`src/rtl/da_fir_pkg.sv`:
```
package da_fir_pkg;

    typedef enum logic [1:0] {
        ST_IDLE = 2'd0,
        ST_RUN  = 2'd1,
        ST_DONE = 2'd2
    } da_state_e;

endpackage

```
`src/rtl/da_skew_buffer.sv`:
```
// Sample history kept in bit-serial form. Tap 0 doubles as the
// parallel-to-serial register for the newest sample; older taps form the
// cascade. During a computation every tap rotates right by BPC bits per
// cycle, so after DW/BPC cycles all taps are back in place and the next
// load can shift them one tap further along.
module da_skew_buffer #(
    parameter int TAPS = 4,
    parameter int DW   = 8,
    parameter int BPC  = 1
) (
    input  logic                 clk,
    input  logic                 rst_n,
    input  logic                 load,
    input  logic                 step,
    input  logic [DW-1:0]        din,
    output logic [BPC*TAPS-1:0]  addr
);

    logic [TAPS*DW-1:0] hist;

    for (genvar k = 0; k < TAPS; k++) begin : g_tap
        logic [DW-1:0] q;
        logic [DW-1:0] rot;
        logic [DW-1:0] src;

        if (BPC == DW) begin : g_full
            assign rot = q;
        end else begin : g_part
            assign rot = {q[BPC-1:0], q[DW-1:BPC]};
        end

        if (k == 0) begin : g_head
            assign src = din;
        end else begin : g_body
            assign src = hist[(k-1)*DW +: DW];
        end

        always_ff @(posedge clk or negedge rst_n) begin
            if (!rst_n) begin
                q <= '0;
            end else if (load) begin
                q <= src;
            end else if (step) begin
                q <= rot;
            end
        end

        assign hist[k*DW +: DW] = q;

        // Slice j of the address takes bit j of every tap.
        for (genvar j = 0; j < BPC; j++) begin : g_bit
            assign addr[j*TAPS + k] = q[j];
        end
    end

endmodule

```
`src/rtl/da_coef_table.sv`:
```
// Staged coefficients and the table of coefficient sums. The table is a
// register file rebuilt in one cycle from the staged set (with a write in
// the same cycle merged in). It has one read port per bit handled per cycle.
module da_coef_table #(
    parameter int TAPS = 4,
    parameter int CW   = 8,
    parameter int BPC  = 1,
    localparam int IW  = $clog2(TAPS),
    localparam int TW  = CW + IW
) (
    input  logic                clk,
    input  logic                rst_n,
    input  logic                wr_en,
    input  logic [IW-1:0]       wr_idx,
    input  logic [CW-1:0]       wr_data,
    input  logic                rebuild,
    input  logic [BPC*TAPS-1:0] addr,
    output logic [BPC*TW-1:0]   lut
);

    localparam int NENT = 1 << TAPS;

    logic [CW-1:0] coef_q [TAPS];
    logic [CW-1:0] coef_m [TAPS];
    logic [TW-1:0] tbl    [NENT];

    always_ff @(posedge clk or negedge rst_n) begin
        if (!rst_n) begin
            for (int k = 0; k < TAPS; k++) begin
                coef_q[k] <= '0;
            end
        end else begin
            for (int k = 0; k < TAPS; k++) begin
                if (wr_en && (wr_idx == IW'(k))) begin
                    coef_q[k] <= wr_data;
                end
            end
        end
    end

    // Staged set with this cycle's write already applied.
    always_comb begin
        for (int k = 0; k < TAPS; k++) begin
            if (wr_en && (wr_idx == IW'(k))) begin
                coef_m[k] = wr_data;
            end else begin
                coef_m[k] = coef_q[k];
            end
        end
    end

    for (genvar a = 0; a < NENT; a++) begin : g_ent
        localparam logic [TAPS-1:0] SEL = TAPS'(a);
        logic [TW-1:0] sum;
        logic [TW-1:0] ent_q;

        always_comb begin
            sum = '0;
            for (int k = 0; k < TAPS; k++) begin
                if (SEL[k]) begin
                    sum = sum + {{IW{coef_m[k][CW-1]}}, coef_m[k]};
                end
            end
        end

        always_ff @(posedge clk or negedge rst_n) begin
            if (!rst_n) begin
                ent_q <= '0;
            end else if (rebuild) begin
                ent_q <= sum;
            end
        end

        assign tbl[a] = ent_q;
    end

    for (genvar j = 0; j < BPC; j++) begin : g_port
        assign lut[j*TW +: TW] = tbl[addr[j*TAPS +: TAPS]];
    end

endmodule

```
`src/rtl/da_shift_acc.sv`:
```
// Position-weighted accumulation of the table outputs. Slice j of cycle p
// carries bit position p*BPC+j. The term for the last position (the sign
// bit) is subtracted.
module da_shift_acc #(
    parameter int DW   = 8,
    parameter int BPC  = 1,
    parameter int TW   = 10,
    parameter int AW   = 18,
    parameter int CNTW = 3
) (
    input  logic              clk,
    input  logic              rst_n,
    input  logic              clear,
    input  logic              step,
    input  logic              last,
    input  logic [CNTW-1:0]   pos,
    input  logic [BPC*TW-1:0] lut,
    output logic [AW-1:0]     res
);

    logic signed [AW-1:0] acc_q;
    logic signed [AW-1:0] res_q;
    logic signed [AW-1:0] delta;
    logic signed [AW-1:0] term;

    always_comb begin
        delta = '0;
        term  = '0;
        for (int j = 0; j < BPC; j++) begin
            term = {{(AW-TW){lut[j*TW + TW - 1]}}, lut[j*TW +: TW]};
            term = term <<< (int'(pos) * BPC + j);
            if (last && (j == BPC - 1)) begin
                delta = delta - term;
            end else begin
                delta = delta + term;
            end
        end
    end

    always_ff @(posedge clk or negedge rst_n) begin
        if (!rst_n) begin
            acc_q <= '0;
            res_q <= '0;
        end else begin
            if (clear) begin
                acc_q <= '0;
            end else if (step) begin
                acc_q <= acc_q + delta;
            end
            if (last) begin
                res_q <= acc_q + delta;
            end
        end
    end

    assign res = res_q;

endmodule

```
`src/rtl/da_fir_serial.sv`:
```
module da_fir_serial
    import da_fir_pkg::*;
#(
    parameter int TAPS = 4,
    parameter int DW   = 8,
    parameter int CW   = 8,
    parameter int BPC  = 1,
    localparam int IW  = $clog2(TAPS),
    localparam int AW  = DW + CW + IW
) (
    input  logic          clk,
    input  logic          rst_n,
    input  logic          smp_valid,
    output logic          smp_ready,
    input  logic [DW-1:0] smp_data,
    input  logic          cw_en,
    input  logic [IW-1:0] cw_idx,
    input  logic [CW-1:0] cw_data,
    output logic          res_valid,
    output logic [AW-1:0] res_data
);

    localparam int TW   = CW + IW;
    localparam int NC   = DW / BPC;
    localparam int CNTW = (NC > 1) ? $clog2(NC) : 1;

    da_state_e       state_q, state_nx;
    logic [CNTW-1:0] cnt_q;
    logic            accept;
    logic            step;
    logic            last;
    logic [BPC*TAPS-1:0] addr;
    logic [BPC*TW-1:0]   lut;

    // State register
    always_ff @(posedge clk or negedge rst_n) begin
        if (!rst_n) begin
            state_q <= ST_IDLE;
        end else begin
            state_q <= state_nx;
        end
    end

    // Next state
    always_comb begin
        state_nx = state_q;
        unique case (state_q)
            ST_IDLE: if (smp_valid)                 state_nx = ST_RUN;
            ST_RUN:  if (cnt_q == CNTW'(NC - 1))    state_nx = ST_DONE;
            ST_DONE:                                state_nx = ST_IDLE;
            default:                                state_nx = ST_IDLE;
        endcase
    end

    // Outputs and datapath controls
    always_comb begin
        smp_ready = (state_q == ST_IDLE);
        res_valid = (state_q == ST_DONE);
        accept    = smp_ready && smp_valid;
        step      = (state_q == ST_RUN);
        last      = step && (cnt_q == CNTW'(NC - 1));
    end

    // Slice counter
    always_ff @(posedge clk or negedge rst_n) begin
        if (!rst_n) begin
            cnt_q <= '0;
        end else if (accept) begin
            cnt_q <= '0;
        end else if (step) begin
            cnt_q <= cnt_q + 1'b1;
        end
    end

    da_skew_buffer #(.TAPS(TAPS), .DW(DW), .BPC(BPC)) u_hist (
        .clk  (clk),
        .rst_n(rst_n),
        .load (accept),
        .step (step),
        .din  (smp_data),
        .addr (addr)
    );

    da_coef_table #(.TAPS(TAPS), .CW(CW), .BPC(BPC)) u_table (
        .clk    (clk),
        .rst_n  (rst_n),
        .wr_en  (cw_en),
        .wr_idx (cw_idx),
        .wr_data(cw_data),
        .rebuild(accept),
        .addr   (addr),
        .lut    (lut)
    );

    da_shift_acc #(.DW(DW), .BPC(BPC), .TW(TW), .AW(AW), .CNTW(CNTW)) u_acc (
        .clk  (clk),
        .rst_n(rst_n),
        .clear(accept),
        .step (step),
        .last (last),
        .pos  (cnt_q),
        .lut  (lut),
        .res  (res_data)
    );

endmodule

```
`config.mk`:
```
export PLATFORM = sky130hd
export DESIGN_NAME = da_fir_serial
export DESIGN_NICKNAME = d
export VERILOG_FILES = /design/src/rtl/da_fir_pkg.sv /design/src/rtl/da_skew_buffer.sv /design/src/rtl/da_coef_table.sv /design/src/rtl/da_shift_acc.sv /design/src/rtl/da_fir_serial.sv
export SDC_FILE = /design/constraint.sdc
export NUM_CORES = 1
export LEC_CHECK = 0
export BUFFER_PORTS_ARGS = -buffer_cell sky130_fd_sc_hd__buf_2
export CAP_MARGIN = 0
export CORE_ASPECT_RATIO = 0.5
export CORE_MARGIN = 5
export CORE_UTILIZATION = 35
export CTS_BUF_LIST = sky130_fd_sc_hd__clkbuf_8
export DETAILED_ROUTE_END_ITERATION = 8
export PLACE_DENSITY_LB_ADDON = 0.15
export SETUP_SLACK_MARGIN = 0.1
export SLEW_MARGIN = 20
export SYNTH_ARGS = -nofsm -noshare
export SYNTH_HDL_FRONTEND = slang
export SYNTH_SLANG_ARGS = --single-unit
```
`constraint.sdc`:
```
create_clock -name clk -period 10.9 [get_ports clk]
set_input_delay 0 -clock clk [delete_from_list [all_inputs] [get_ports clk]]
set_output_delay 0 -clock clk [all_outputs]
set_load 0.01 [all_outputs]
```
Yosys cells after proc, flatten, opt, wreduce, memory -nomap -nowiden
Cells that the tools add are included.
Operators by class
  $add $sub $neg: 14
  order comparisons: 1
  equal/unequal tests: 8
  shifts and indexed selects: 1
  multiplexer cells: 23
  bitwise logic cells: 1
  reduce and logical (&&, ||, !) cells: 10
Operators with widths (number)
  8-bit two-way mux: 12
  8-bit by 8-bit adder with 9-bit output: 6
  18-bit two-way mux: 3
  9-bit by 8-bit adder with 10-bit output: 4
  10-bit binary-select mux with 4-bit select: 1
  10-bit two-way mux: 2
  18-bit adder: 1
  10-bit by 3-bit <<< shifter with 18-bit output: 1
  1-bit by 18-bit subtractor with 18-bit output (first input constant): 1
  10-bit adder: 1
  2-bit equality test (second input constant): 3
  1-bit logical AND: 6
  3-bit two-way mux: 2
  5-bit >= comparator (second input constant): 1
  4-bit NOT with 5-bit output: 1
  2-bit by 1-bit equality test with 1-bit output (second input constant): 2
  2-bit zero test: 2
  2-bit two-way mux: 2
  2-bit case mux with 2 select lines: 1
  3-bit by 1-bit adder with 3-bit output (second input constant): 1
  3-bit equality test (second input constant): 1
  2-bit by 1-bit != test with 1-bit output (second input constant): 1
  2-bit != test (second input constant): 1
  2-bit AND reduction: 1
  2-bit nonzero test: 1
Word-level totals
  flip-flop bits (word level): 244
  input port bits: 22

Longest topological paths before layout
Gate-level depths: netlist of run 1.
  word-level depth: 10
  gate-level depth with buffers: 25
  depth with buffers taken out: 22

Cells and area by module
From an unflattened synthesis of run 1, not the netlist that was laid out.
Second synthesis, totals
  cell total of the unflattened synthesis: 1627
  area total of the unflattened synthesis: 16739.8 µm²
Modules (own cells, without submodules)
  da_coef_table: instances 1, cells each 1096, area an instance 11608.6 µm²
  da_shift_acc: instances 1, cells each 370, area an instance 3348.2 µm²
  da_skew_buffer: instances 1, cells each 143, area an instance 1545.2 µm²
  da_fir_serial: instances 1, cells each 18, area an instance 237.7 µm²

Least setup slack after synthesis of run 1
No wires, ideal clock.
  path type: register to register
  start point: reg u_hist.g_tap[2].q[0]
  end point: reg u_acc.res_q[16] (netlist: u_acc.res[16])
  library setup time: 0.133 ns
  arrival: 4.901 ns
  data required time: 10.767 ns
  setup slack: 5.865 ns
  stages on the path, launching flop included: 24
  cells stage by stage: dfrtp_1 clkbuf_1 buf_2 buf_2 mux4_2 mux2i_4 o32ai_1 a221oi_1 nand2b_1 o211ai_1 a21bo_1 or4b_4 nand2_1 xnor2_1 ha_1 and2_1 a22oi_1 inv_1 a31o_2 o41ai_1 o21ai_0 a21oi_1 xor2_1 o21ai_0
Between the ends
  longest elaborated chain between the ends: 8
RTL lines
  start, declared: RTL line da_skew_buffer.sv:22  | logic [DW-1:0] q;
  start signal, assigned: RTL line da_skew_buffer.sv:42  | q <= src;
  start signal, assigned: RTL line da_skew_buffer.sv:44  | q <= rot;
  4-bit NOT with 5-bit output (implied by the code) (*): RTL line da_coef_table.sv:78  | assign lut[j*TW +: TW] = tbl[addr[j*TAPS +: TAPS]];
  10-bit binary-select mux with 4-bit select (*): RTL line da_coef_table.sv:78
  10-bit two-way mux (implied by the code) (*) (2 in a row): RTL line da_coef_table.sv:78
  10-bit by 3-bit <<< shifter with 18-bit output (*): RTL line da_shift_acc.sv:31  | term = term <<< (int'(pos) * BPC + j);
  1-bit by 18-bit subtractor with 18-bit output: RTL line da_shift_acc.sv:33  | delta = delta - term;
  18-bit two-way mux (*): RTL line da_shift_acc.sv:32  | if (last && (j == BPC - 1)) begin
  18-bit adder (*): RTL line da_shift_acc.sv:51  | res_q <= acc_q + delta;
  end signal, assigned: RTL line da_shift_acc.sv:51
  end, declared: RTL line da_shift_acc.sv:22  | logic signed [AW-1:0] res_q;
Every way passes the cells marked *; elsewhere a longest branch is shown, timed or not. The select of a mux whose other input is x is not followed.
A chain may end at the register's enable or synchronous reset.

Final worst setup path of run 1
  start point: reg u_hist.g_tap[1].q[0]
  end point: reg u_acc.acc_q[16]
Between the ends
  longest elaborated chain between the ends: 10
RTL lines
  start, declared: RTL line da_skew_buffer.sv:22
  start signal, assigned: RTL line da_skew_buffer.sv:42
  start signal, assigned: RTL line da_skew_buffer.sv:44
  4-bit NOT with 5-bit output (implied by the code) (*): RTL line da_coef_table.sv:78
  10-bit binary-select mux with 4-bit select (*): RTL line da_coef_table.sv:78
  10-bit two-way mux (implied by the code) (*) (2 in a row): RTL line da_coef_table.sv:78
  10-bit by 3-bit <<< shifter with 18-bit output (*): RTL line da_shift_acc.sv:31
  1-bit by 18-bit subtractor with 18-bit output: RTL line da_shift_acc.sv:33
  18-bit two-way mux (*): RTL line da_shift_acc.sv:32
  18-bit adder (*): RTL line da_shift_acc.sv:48  | acc_q <= acc_q + delta;
  18-bit two-way mux (*): RTL line da_shift_acc.sv:47  | end else if (step) begin
  18-bit two-way mux (*): RTL line da_shift_acc.sv:45  | if (clear) begin
  end signal, assigned: RTL line da_shift_acc.sv:48
  end, declared: RTL line da_shift_acc.sv:21  | logic signed [AW-1:0] acc_q;
Marks and branches as above.

==> results.toml, run 1 <==
[critical_path]
crit_chain = "buf_4 > nor2b_1 > a221oi_1 > a221o_1 > o221a_2 > or3_1 > ha_1 > nand2_1 > o21ai_0 > fa_1 > a21o_1 > a21oi_1 > o21ai_0 > a21oi_1 > o21bai_1 > a31o_2 > o41ai_1 > o21ai_0 > a21oi_1 > xor2_1 > o21ai_0"
reg2regPathDepth = 21
crit_buf_inv = 1
slowest_stage = "dfrtp_2"
worst_ep_arrival_time_ns = 6.89
r2r_slack_ns = 4.43
crit_path_max_fanout = 36
timing.rr.start = "u_hist.g_tap[1].q[0]$_DFFE_PN0P_"
cp-start-kind = "flip-flop"
cp.required_ns = 11.32
cp_common_cell = "o21ai_0"
end_kind = "flip-flop"
crit_type = "flip-flop to flip-flop"
slowest_delay_ns = 0.62
r2r-end = "u_acc.acc_q[16]$_DFFE_PN0P_"
crit_family = "compound AO/OA/AOI/OAI gates"

[synthesis]
synth_nets = 1749
yosysWarnings = 0
syn_inst = 1609
ys_ff_latch = 241
synth_area_um2 = 15100
synthDistinctLibCells = 68
syn_area_per_cell_um2 = 9.38
synth_enable_flop_cells = 0
synth-main-ff-cell = "dfrtp_1"
async_reset_ff_frac = 1.00
ys_seq_area_frac = 0.400

[cts]
clock_path_buffers = 3
cts_made_buffers = 41
post_cts_buffers = 0
tritoncts = "yes"
ctsRootBufferMaster = "clkbuf_8"
path_clk_slew_ns = 0.07
clkSinkCount = 241
clock_latency_ns = 0.58
h-tree-depth = 2

[timing]
fmax_ghz = 0.155
setup_viol_count_final = 0
rsz0062_at_grt = "false"
worst_slew_pin_slew_ns = 1.02
timing_hold_violations_final = 0
slew_viol_final = 0
skew_ns = 0.0322
fin_crit_sh = 0.593
fin_tns_setup_ns = 0
min_period_ns = 6.47
slew_headroom = 0.317

[grt]
first_global_vias = 11500
grtUsageTotal = 0.177
grt_pass1_wl_um = 66700
grt_start_max_net_pins = 109
overflow = 0
antenna_found_initial = 1

[flow_run]
drv_cap = 0

[outcome]
status = "finished clean"

[floorplan]
die-width_um = 304
die_h_um = 157
start_util = 0.357
io_pins = 42
num_rows = 53
die_area_um2 = 47600
core_area_um2 = 42300

[route]
ant_nets = 0
wl_um = 41400
dr.first_iter.drc_count = 742
dr.pass1.iters = 6
vias_per_cell = 5.05
vias = 11400
wire_per_inst_um = 18.3
drc = 0

[placement]
dp.final_hpwl_um = 29500
gp_congestion = 0.805
port_buffers = 41

[finish]
final_cell_mix = "346 x nand2_1, 238 x dfrtp_1, 124 x o21ai_0"
multi_input_comb_area_um2 = 8520
seq_area_um2 = 6030
diodes = 0
fin_nets = 1788
layout_commonest_cell = "nand2_1"
area_growth_pct = 11.8
fillCellCount = 4382
drive_gt1_frac = 0.117
fin_util = 0.399

[hold_path]
min_path_type = "primary input to async pin"
state kept, by name (all words and copies together), names as in the netlist:
name,cells
u_acc.res,18
u_table.g_ent.ent_q,136
cnt_q,3
state_q,2
u_table.coef_q,32
u_acc.acc_q,18
u_hist.g_tap.q,32
worst register-to-register path, delay by kind of cell, from the launching register on:
family / cells / cell delay (ns)
AOI/OAI and AO/OA: 14 / 3.12
and+or+nand+nor: 3 / 1.02
adders and majority gates: 2 / 0.78
DFF: 1 / 0.62
buffers and inverters: 1 / 0.60
xor gates and xnor gates: 1 / 0.20
Yosys cell counts, drive strengths merged (37+ instances only):
cell	count	area, um^2
a21oi	80	400
nor2	60	225
mux2i	51	523
o21ai	133	669
nand2	347	1300
dfrtp	241	6030
clkbuf	59	221
mux2	44	495
a22oi	37	278
inv	58	218
ha	109	1360
a21o	38	285
xnor2	83	727
cell families (layout without fill, tap and decap cells):
group,after synthesis,count (layout),synth area share
AND/OR/NAND/NOR,496,496,0.138
AO/OA/AOI/OAI,383,383,0.161
flip-flops,241,241,0.400
buffers and inverters,140,210,0.0367
adder cells (fa/ha/maj),123,123,0.106
XOR/XNOR,114,114,0.0662
multiplexers,112,112,0.0929
layer usage:
metal / GRT usage / vias up / part of all wire
li1: - / 5685 / -
met1: 0.282 / 5494 / 0.54
met2: 0.251 / 164 / 0.40
met3: 0.0316 / 49 / 0.045
met4: 0.0333 / 0 / 0.015
met5: 0 / - / 0
stage by stage:
stage / cells / area (um^2) / setup slack [ns] / hold slack (ns)
after floorplan: 1609 / 15100 / 5.87 / -0.296
after global placement: 2165 / 15800 / 4.50 / 0.131
after detailed placement: 2165 / 15800 / 4.35 / 0.141
after CTS: 2256 / 16900 / 4.33 / 0.0831
after global routing: 2256 / 16900 / 3.80 / 0.133
final: 2256 / 16900 / 4.43 / 0.0725
timing repair:
item	in CTS	in global routing
resized for setup	0	0
hold endpoints to repair	161	0
hold buffers	17	0
area by class of cell:
type                            count  share of cell area
Clock buffer                       52              0.0424
Clock inverter                     22             0.00742
Inverter                           61              0.0136
Multi-Input combinational cell   1228               0.505
Sequential cell                   241               0.358
Tap cell                          577              0.0428
Timing Repair Buffer               75              0.0304
how the worst max path moves through the flow:
stage                                  endpoint  slack, ns  depth (start not counted)                             start
finish              u_acc.acc_q[16]$_DFFE_PN0P_       4.43                         21  u_hist.g_tap[1].q[0]$_DFFE_PN0P_
global route        u_acc.acc_q[16]$_DFFE_PN0P_       3.80                         21  u_hist.g_tap[1].q[0]$_DFFE_PN0P_
CTS                 u_acc.acc_q[16]$_DFFE_PN0P_       4.33                         21  u_hist.g_tap[1].q[0]$_DFFE_PN0P_
detailed placement  u_acc.acc_q[16]$_DFFE_PN0P_       4.35                         21  u_hist.g_tap[1].q[0]$_DFFE_PN0P_
global placement    u_acc.acc_q[16]$_DFFE_PN0P_       4.50                         21  u_hist.g_tap[1].q[0]$_DFFE_PN0P_
floorplan             u_acc.res[16]$_DFFE_PN0P_       5.87                         23  u_hist.g_tap[2].q[0]$_DFFE_PN0P_
Power of run 1 is not shown: default switching activity piles up to over one toggle a cycle in this logic, so the estimate is an artifact.
==> run 2: changes to the inputs <==
--- a/config.mk
+++ b/config.mk
@@ -5,6 +5,7 @@
 export SDC_FILE = /design/constraint.sdc
 export NUM_CORES = 1
 export LEC_CHECK = 0
+export ABC_AREA = 1
 export BUFFER_PORTS_ARGS = -buffer_cell sky130_fd_sc_hd__buf_2
 export CAP_MARGIN = 0
 export CORE_ASPECT_RATIO = 0.5
==> constraint.sdc (replaced) <==
create_clock -name clk -period 5.75 [get_ports clk]
set_input_delay 0 -clock clk [delete_from_list [all_inputs] [get_ports clk]]
set_output_delay 0 -clock clk [all_outputs]
set_load 0.01 [all_outputs]
==> results.toml, run 2 <==
[critical_path]
slowest_stage = "o21ai_1"
slowest_delay_ns = 0.73
worst_ep_arrival_time_ns = 5.41
crit_type = "primary input to flip-flop"
end_kind = "flip-flop"
crit_buf_inv = 6
crit_family = "simple AND/OR/NAND/NOR gates"
cp-start-kind = "primary input"
crit_path_max_fanout = 16
cp.required_ns = 6.19

[cts]
cts_resized = 0
cts_made_buffers = 41
clock_latency_ns = 0.59
path_clk_slew_ns = 0.07
tritoncts = "yes"
clock_path_buffers = 3
h-tree-depth = 2
ctsRootBufferMaster = "clkbuf_8"
clkSinkCount = 241

[pwr]
p_switching_mw = 5.92
sw_frac_of_total = 0.495
clockPowerShare = 0.154
leakage_nw = 8.98
powerDensity_nw_per_um2 = 683
p_seq_frac = 0.246
combPwrFrac = 0.600
internal_power_mw = 6.05
power_mw = 12.0
peakVddDrop_v = 0.000241

[synthesis]
synthTopCellsByArea = "dfrtp_1 39%, nand2_1 14%, ha_1 8.8%"
synth_enable_flop_cells = 0
synth_top_area_frac = 0.387
ys_ff_latch = 241
syn_inst = 2054
async_reset_ff_frac = 1.00
synthDistinctLibCells = 52
syn_area_per_cell_um2 = 7.58
yosys-top-cells-count = "588 x nand2_1, 241 x dfrtp_1, 232 x inv_1"
synth-main-ff-cell = "dfrtp_1"
yosysWarnings = 0
yosys.cell_count.top_type = "nand2_1"
synth_top_cell_by_area = "dfrtp_1"
synth_nets = 2194
synth_area_um2 = 15600
ys_seq_area_frac = 0.387

[route]
drc = 0
wl_um = 47100
dr.pass1.iters = 5
ant_nets = 0
vias_per_cell = 4.95
dr.first_iter.drc_count = 991
wire_per_inst_um = 17.3
vias = 13500

[timing]
fmax_ghz = 0.201
fin_crit_sh = 0.866
setup_viol_count_final = 0
rsz0062_at_grt = "false"
worst_slew_pin_slew_ns = 1.08
timing_hold_violations_final = 0
fin_tns_setup_ns = 0
min_period_ns = 4.98
slew_headroom = 0.272
skew_ns = 0.0335
fin_ws_ns = 0.771
slew_viol_final = 0

[grt]
grtUsageTotal = 0.190
overflow = 0
first_global_vias = 12800
grt_pass1_wl_um = 74600
antenna_found_initial = 0
grt_start_max_net_pins = 153

[hold_path]
min_path_type = "primary input to async pin"

[floorplan]
die_area_um2 = 49100
die_h_um = 159
start_util = 0.356
core_area_um2 = 43800
num_rows = 54
die-width_um = 308
io_pins = 42

[finish]
fin_nets = 2246
drive_gt1_frac = 0.0894
diodes = 0
fin_util = 0.401
largest_reg_flops = 136
instances_no_fill = 2725
area_growth_pct = 12.6
final_cell_mix = "587 x nand2_1, 240 x dfrtp_1, 238 x inv_1"
layout_commonest_cell = "nand2_1"
largest_register = "u_table.g_ent.ent_q"
largestRegisters = "u_table.g_ent.ent_q (136), u_hist.g_tap.q (32), u_table.coef_q (32)"

[placement]
port_buffers = 41
gp_congestion = 0.843
dp.final_hpwl_um = 33100
dp.cells = 2632
place_ws_ns = 0.727

[flow_run]
drv_cap = 0

[outcome]
status = "finished clean"
-- run 2: what timing repair did --
| action | 4_1_cts | 5_1_grt |
|---|---|---|
| buffers inserted | 0 | 0 |
| hold buffers | 19 | 0 |
| hold endpoints to repair | 125 | 0 |
| endpoints found under the setup margin | 0 | 0 |
-- run 2: logic make-up (layout without fill, tap and decap cells) --
| group | count (synthesis) | in the layout | share of synthesized area |
|---|---|---|---|
| flip-flops | 241 | 241 | 0.387 |
| adder cells (fa/ha/maj) | 118 | 118 | 0.0991 |
| AO/OA/AOI/OAI | 388 | 388 | 0.143 |
| XOR/XNOR | 78 | 78 | 0.0439 |
| buffers and inverters | 323 | 406 | 0.0846 |
| AND/OR/NAND/NOR | 906 | 906 | 0.242 |
-- run 2: final cells by class --
class | count | area [um^2]
inverters | 238 | 898
clock inverters | 15 | 145
flip-flops and latches | 241 | 6030
repair buffers | 94 | 673
well taps | 588 | 736
fillers | 4573 | 26200
multi-input cells | 1490 | 8250
clock buffers | 59 | 812
-- run 2: per-layer routing --
layer | part of all wire | up-vias | GRT usage
met5 | 0 | - | 0
met4 | 0.012 | 0 | 0.0292
met3 | 0.067 | 53 | 0.0440
met2 | 0.40 | 273 | 0.267
met1 | 0.52 | 6344 | 0.299
li1 | - | 6812 | -
-- run 2: power groups by stage --
| stage | clock (mW) | sequential [mW] | combinational, mW |
|---|---|---|---|
| after detailed placement | 0 | 2.96 | 7.19 |
| after floorplan | 0 | 2.80 | 5.44 |
| after global routing | 1.98 | 3.03 | 8.23 |
| final | 1.84 | 2.95 | 7.19 |
| after global placement | 0 | 2.96 | 7.16 |
| after CTS | 1.89 | 2.94 | 7.22 |
-- run 2: per-stage QoR --
step / area [um^2] / hold WS, ns
after floorplan: 15600 / -0.296
after detailed placement: 16400 / 0.0661
after global routing: 17500 / 0.0526
final: 17500 / 0.000757
after global placement: 16400 / 0.0755
after CTS: 17500 / 0.0223
-- run 2: final timing paths --
kind                                                  start                                      to  slack (ns)  depth (start not counted)
min                                                   rst_n             u_table.coef_q[2]$_DFF_PN0_      0.0008                          2
min reg2reg                       u_acc.res[14]$_DFFE_PN0P_               u_acc.res[14]$_DFFE_PN0P_        0.47                          2
max in group asynchronous                             rst_n        u_hist.g_tap[0].q[0]$_DFFE_PN0P_        4.31                          3
max reg2reg                u_hist.g_tap[0].q[0]$_DFFE_PN0P_             u_acc.acc_q[15]$_DFFE_PN0P_        0.86                         26
min in group clk                                      cw_en            u_table.coef_q[12]$_DFF_PN0_        0.07                          4
max                                               cw_idx[0]  u_table.g_ent[15].ent_q[8]$_DFFE_PN0P_        0.77                         29
Note: power is estimated with default switching activity, not from simulation.
